[src/rtl/trap_tgt_pkg.sv]
// Shared types for the trap target generator.
// Assumes the mode field occupies the two low bits of the trap-vector register.
package trap_tgt_pkg;

    localparam int MODE_W = 2;

    typedef enum logic [MODE_W-1:0] {
        VM_SINGLE = 2'd0,
        VM_VECT   = 2'd1,
        VM_RSVD   = 2'd2,
        VM_TABLE  = 2'd3
    } vmode_e;

    typedef enum logic [1:0] {
        FS_IDLE = 2'd0,
        FS_REQ  = 2'd1,
        FS_WAIT = 2'd2
    } fstate_e;

endpackage

[src/rtl/trap_mode_dec.sv]
// Combinational mode decode and target computation.
// Produces either an immediate target or a table-read address for one trap.
// Assumes XLEN > CAUSE_W + 2; all bases are forced to 4-byte alignment.
module trap_mode_dec
    import trap_tgt_pkg::*;
#(
    parameter int XLEN    = 32,
    parameter int CAUSE_W = 10
) (
    input  logic [XLEN-1:0]    tvec_reg,
    input  logic [XLEN-1:0]    tbl_base_reg,
    input  logic [XLEN-1:0]    nv_entry_reg,
    input  logic               is_irq,
    input  logic [CAUSE_W-1:0] cause,
    input  logic               shv,
    output logic [XLEN-1:0]    direct_tgt,
    output logic               need_fetch,
    output logic [XLEN-1:0]    fetch_addr
);
    localparam int              PAD        = XLEN - CAUSE_W - 2;
    localparam logic [XLEN-1:0] ALIGN_MASK = ~{{(XLEN-2){1'b0}}, 2'b11};

    vmode_e          mode;
    logic [XLEN-1:0] base;
    logic [XLEN-1:0] slot_off;

    // Split the mode field from the aligned base and scale the cause to a slot offset.
    always_comb begin
        mode     = vmode_e'(tvec_reg[MODE_W-1:0]);
        base     = tvec_reg & ALIGN_MASK;
        slot_off = {{PAD{1'b0}}, cause, 2'b00};
    end

    // Pick the immediate target, or request a table read, per mode and trap kind.
    always_comb begin
        direct_tgt = base;
        need_fetch = 1'b0;
        fetch_addr = (tbl_base_reg & ALIGN_MASK) + slot_off;
        unique case (mode)
            VM_VECT: begin
                if (is_irq) direct_tgt = base + slot_off;
            end
            VM_TABLE: begin
                if (is_irq && shv)               need_fetch = 1'b1;
                else if (is_irq && nv_entry_reg[0]) direct_tgt = nv_entry_reg & ALIGN_MASK;
            end
            default: direct_tgt = base;
        endcase
    end

endmodule

[src/rtl/trap_tbl_fetch.sv]
// Handler-table read sequencer: issues one valid/ready read and waits for its data.
// Assumes the response never arrives in the same cycle as the request handshake.
module trap_tbl_fetch
    import trap_tgt_pkg::*;
#(
    parameter int XLEN = 32
) (
    input  logic            clk,
    input  logic            rst_n,
    input  logic            start,
    input  logic [XLEN-1:0] start_addr,
    output logic            req_valid,
    input  logic            req_ready,
    output logic [XLEN-1:0] req_addr,
    input  logic            rsp_valid,
    output logic            done,
    output logic            busy
);
    fstate_e         state;
    logic [XLEN-1:0] addr_q;

    // Advance the read sequence and hold the slot address for the whole request.
    always_ff @(posedge clk) begin
        if (!rst_n) begin
            state  <= FS_IDLE;
            addr_q <= '0;
        end else begin
            unique case (state)
                FS_IDLE: if (start) begin
                    state  <= FS_REQ;
                    addr_q <= start_addr;
                end
                FS_REQ:  if (req_ready) state <= FS_WAIT;
                FS_WAIT: if (rsp_valid) state <= FS_IDLE;
                default: state <= FS_IDLE;
            endcase
        end
    end

    // Drive the request and report completion as the data is accepted.
    always_comb begin
        req_valid = (state == FS_REQ);
        req_addr  = addr_q;
        done      = (state == FS_WAIT) && rsp_valid;
        busy      = (state != FS_IDLE);
    end

endmodule

[src/rtl/trap_target_gen.sv]
// Top of the trap target generator.
// Accepts one trap request per idle cycle, filters interrupts on the global
// enable, and registers the redirect strobe and target.
module trap_target_gen #(
    parameter int XLEN    = 32,
    parameter int CAUSE_W = 10
) (
    input  logic               clk,
    input  logic               rst_n,
    input  logic [XLEN-1:0]    tvec_reg,
    input  logic [XLEN-1:0]    tbl_base_reg,
    input  logic [XLEN-1:0]    nv_entry_reg,
    input  logic               irq_glb_en,
    input  logic               trap_req,
    input  logic               trap_is_irq,
    input  logic [CAUSE_W-1:0] trap_cause,
    input  logic               irq_shv,
    output logic               rd_req_valid,
    input  logic               rd_req_ready,
    output logic [XLEN-1:0]    rd_req_addr,
    input  logic               rd_rsp_valid,
    input  logic [XLEN-1:0]    rd_rsp_data,
    output logic               redir_valid,
    output logic [XLEN-1:0]    redir_addr
);
    localparam logic [XLEN-1:0] ALIGN_MASK = ~{{(XLEN-2){1'b0}}, 2'b11};

    logic [XLEN-1:0] direct_tgt;
    logic [XLEN-1:0] fetch_addr;
    logic            need_fetch;
    logic            fetch_busy;
    logic            fetch_done;
    logic            accept;

    trap_mode_dec #(.XLEN(XLEN), .CAUSE_W(CAUSE_W)) u_dec (
        .tvec_reg     (tvec_reg),
        .tbl_base_reg (tbl_base_reg),
        .nv_entry_reg (nv_entry_reg),
        .is_irq       (trap_is_irq),
        .cause        (trap_cause),
        .shv          (irq_shv),
        .direct_tgt   (direct_tgt),
        .need_fetch   (need_fetch),
        .fetch_addr   (fetch_addr)
    );

    // A request is taken only when idle, and an interrupt only when enabled.
    always_comb accept = trap_req && !fetch_busy && (!trap_is_irq || irq_glb_en);

    trap_tbl_fetch #(.XLEN(XLEN)) u_fetch (
        .clk        (clk),
        .rst_n      (rst_n),
        .start      (accept && need_fetch),
        .start_addr (fetch_addr),
        .req_valid  (rd_req_valid),
        .req_ready  (rd_req_ready),
        .req_addr   (rd_req_addr),
        .rsp_valid  (rd_rsp_valid),
        .done       (fetch_done),
        .busy       (fetch_busy)
    );

    // Register the one-cycle redirect from either the immediate or the table path.
    always_ff @(posedge clk) begin
        if (!rst_n) begin
            redir_valid <= 1'b0;
            redir_addr  <= '0;
        end else if (fetch_done) begin
            redir_valid <= 1'b1;
            redir_addr  <= rd_rsp_data & ALIGN_MASK;
        end else if (accept && !need_fetch) begin
            redir_valid <= 1'b1;
            redir_addr  <= direct_tgt;
        end else begin
            redir_valid <= 1'b0;
        end
    end

endmodule

[config.mk]
export PLATFORM = sky130hd
export DESIGN_NAME = trap_target_gen
export DESIGN_NICKNAME = d
export VERILOG_FILES = /design/src/rtl/trap_tgt_pkg.sv /design/src/rtl/trap_mode_dec.sv /design/src/rtl/trap_tbl_fetch.sv /design/src/rtl/trap_target_gen.sv
export SDC_FILE = /design/constraint.sdc
export NUM_CORES = 1
export LEC_CHECK = 0
export CAP_MARGIN = 30
export CORE_ASPECT_RATIO = 1.5
export CORE_MARGIN = 1.5
export CORE_UTILIZATION = 59
export CTS_CLUSTER_SIZE = 14
export DETAILED_ROUTE_END_ITERATION = 10
export DONT_BUFFER_PORTS = 1
export GPL_TIMING_DRIVEN = 0
export PLACE_DENSITY = 0.82
export SKIP_CTS_REPAIR_TIMING = 1
export SLEW_MARGIN = 10
export SYNTH_ARGS = -nofsm -noshare
export SYNTH_HDL_FRONTEND = slang
export SYNTH_SLANG_ARGS = --single-unit
export TNS_END_PERCENT = 20
[constraint.sdc]
create_clock -name clk -period 2.25 [get_ports clk]
set_input_delay 0.1125 -clock clk [delete_from_list [all_inputs] [get_ports clk]]
set_output_delay 0.1125 -clock clk [all_outputs]
set_load 0.005 [all_outputs]
==> flow_summary.yaml <==
run_status:
  status: "finished with violations"
  violations: "hold timing"
sta:
  report.final.slew_viol_count: 0
  fin_crit_ps: 2240
  fin_worst_skew_ps: 8.68
  holdWs_ps: -26.2
  setup_violations: 0
  hold_viol: 13
  fin_ws_ps: 6.83
  grt_setup_unrepaired: "yes"
  fmax_mhz: 446
  fin_crit_sh: 0.997
  slew_headroom: 0.330
  tightest_slew_ps: 1000
layout:
  n_fill_cell: 684
  diodes: 0
  nets: 892
  regArea_um2: 1260
  multi_input_area_um2: 3670
  areaGrowthSynthToFinish_pct: 16.3
  drive_above_1_share: 0.0864
flow_run:
  drv_cap: 0
floorplan:
  die-area_um2: 9340
  start_util: 0.610
  ios: 212
  row_count: 41
  die_w_um: 79.4
  core_um2: 8460
  die_h_um: 118
hold_path:
  hold_start: "nv_entry_reg[8]"
  hold_path.class: "in2reg"
  min_to: "redir_addr[8]"
  hold_path_depth: 2
detailed_routing:
  ant_nets: 0
  drc: 0
  detail_route.wl_per_cell_um: 25.1
  dr.pass1.iters: 8
  viasPerCell: 7.37
  num_vias: 6165
  wl_um: 21000
  drt_iter0_drc: 729
power:
  seqPwrFrac: 0.335
  power.leakage_uw: 0.00210
  p_comb_frac: 0.226
  p_sw_uw: 1140
  clkPwrFrac: 0.439
  peakVddDrop_uv: 491
  p_int_uw: 2510
  swShare: 0.311
  power_density_nw_per_um2: 607
yosys:
  syn-cell-area_um2: 5160
  yosys_warnings: 0
  synth-seq-cells: 63
  ys_seq_area_frac: 0.244
  yosysTopAreaCellShare: 0.244
  postSynthAreaPerCell_um2: 7.62
  synthArstFlopShare: 0
  synth_common_cells: "67 x o21ai_0, 65 x a21oi_1, 63 x dfxtp_1"
  ys.flop_type: "dfxtp_1"
  synthCells: 678
  synth_area_leaders: "dfxtp_1 24%, o21ai_0 6.5%, a21oi_1 6.3%, ha_1 4.8%, xnor2_1 4.7%"
  synth.distinct_cells: 79
  synth_edf_count: 0
  synth.most_common_cell: "o21ai_0"
  yosysTopAreaCell: "dfxtp_1"
setup_path:
  crit_required_ps: 2530
  slowest_stage: "nor3_2"
  reg2reg_from: "u_fetch.state[0]"
  startpoint_type: "flop"
  critPathKind: "reg2reg"
  worst-path-max-fanout: 10
  critPathArrivalTime_ps: 2520
  worstReg2RegEnd: "redir_addr[27]"
  reg2reg_depth: 6
  path_cells: "or3b_4 > nor3_2 > nor2_1 > nor3_1 > a21oi_1 > o22ai_1"
  cpLargestDelayFamily: "simple AND/OR/NAND/NOR gates"
  critPathMaxStageDelay_ps: 470
  ff2ff_setup_slack_ps: 7
  critPathBufInv: 0
  critical_path.endpoint_type: "flop"
clocking:
  root_buffer: "clkbuf_16"
  cts_made_buffers: 9
  cts_max_level: 3
  clock-sinks: 63
  cts.clk_slew.worst_paths_ps: 60
  clock_latency_ps: 350
  clk_path_buf_depth: 2
  cts_tree: "done"
placement:
  port_buffers: 0
  dp_hpwl_um: 15100
  dp_slack_ps: -519
  gp_congestion: 0.991
global_route:
  antenna_found_initial: 0
  grt_pass1_vias: 5921
  globalRoute.totalOverflow: 0
  grt_max_degree: 13
  grt.total_usage: 0.427
  grt_pass1_wl_um: 30800
-- worst reg2reg max path: stages, from the launching register on --
cell	delay [ps]
dfxtp_1	340
or3b_4	440
nor3_2	470
nor2_1	380
nor3_1	300
a21oi_1	70
o22ai_1	170
-- state kept, by name, summed over array words and instances, names as in the netlist --
register          flops
redir_addr           30
u_fetch.req_addr     30
u_fetch.state         2
redir_valid           1
-- metrics by stage --
step | cells | utilization | setup TNS, ps | total power (uW) | area (um2)
after floorplan | 681 | - | 0 | 1780 | 5180
after global placement | 788 | 0.627 | -6030 | 1950 | 5310
after detailed placement | 788 | 0.627 | -6090 | 1960 | 5310
after CTS | 804 | 0.666 | -1230 | 3520 | 5640
after global routing | 836 | 0.710 | -92.2 | 3740 | 6010
final | 836 | 0.710 | 0 | 3650 | 6010
-- logic make-up after synthesis --
family / after synthesis / share of synthesized area
multiplexers: 5 / 0.00993
flip-flops: 63 / 0.244
other: 1 / 0.000726
AND/OR/NAND/NOR: 207 / 0.205
XOR/XNOR: 33 / 0.0560
buffers and inverters: 64 / 0.0557
AO/OA/AOI/OAI: 283 / 0.372
adder cells (fa/ha/maj): 22 / 0.0562
-- power by group through the flow --
stage	sequential [uW]	clock, uW	combinational, uW
after floorplan	1230	0	556
after global placement	1240	0	706
after detailed placement	1240	0	721
after CTS	1220	1570	726
after global routing	1230	1630	884
final	1220	1600	825
-- layout by cell type, fill, tap and decap left out, types with 5 or more instances in the layout --
master,netlist,final
o21a_1,5,5
nand2_1,53,53
a211oi_1,23,22
inv_1,17,17
buf_2,5,5
clkbuf_2,3,6
clkbuf_16,0,9
a31oi_1,11,11
a21oi_1,65,64
a22o_1,11,11
xor2_1,5,5
buf_4,6,8
nand2b_1,10,10
clkbuf_1,27,24
nor3_1,11,11
or3_1,7,7
dfxtp_1,63,63
nand4_1,9,9
nor2_1,42,41
and3_1,6,6
o21ai_0,67,66
o211ai_1,10,10
ha_1,20,20
a221oi_1,19,17
nand3_1,37,37
o22ai_1,10,10
dlygate4sd3_1,0,30
o221ai_1,13,13
a21o_1,6,6
xnor2_1,28,28
-- metal layers --
layer | vias to the layer above | GRT usage | wire length [um]
met4 | 0 | 0.224 | 1290
met1 | 2778 | 0.437 | 6720
met3 | 121 | 0.156 | 2730
li1 | 2696 | - | -
met5 | - | 0 | 0
met2 | 570 | 0.741 | 10200
-- cell type report --
class | instances | share of cell area
inverters | 19 | 0.0119
multi-input cells | 554 | 0.612
repair buffers | 32 | 0.0525
plain buffers | 45 | 0.0367
flip-flops and latches | 63 | 0.210
clock buffers | 10 | 0.0398
well taps | 107 | 0.0223
clock inverters | 6 | 0.0152
-- how the worst max path moves through the flow --
stage                startpoint              to  slack, ps  depth (start not counted)
3_3_place_gp        tvec_reg[2]  redir_addr[16]       -550                          9
4_1_cts             tvec_reg[2]  redir_addr[16]       -160                          9
3_5_place_dp        tvec_reg[2]  redir_addr[28]       -520                          9
2_1_floorplan       tvec_reg[2]  redir_addr[12]         70                          9
5_1_grt        u_fetch.state[0]  redir_addr[27]        -40                          6
6_report       u_fetch.state[0]  redir_addr[27]          7                          6
No activity file was read; power rests on OpenSTA's default activity.
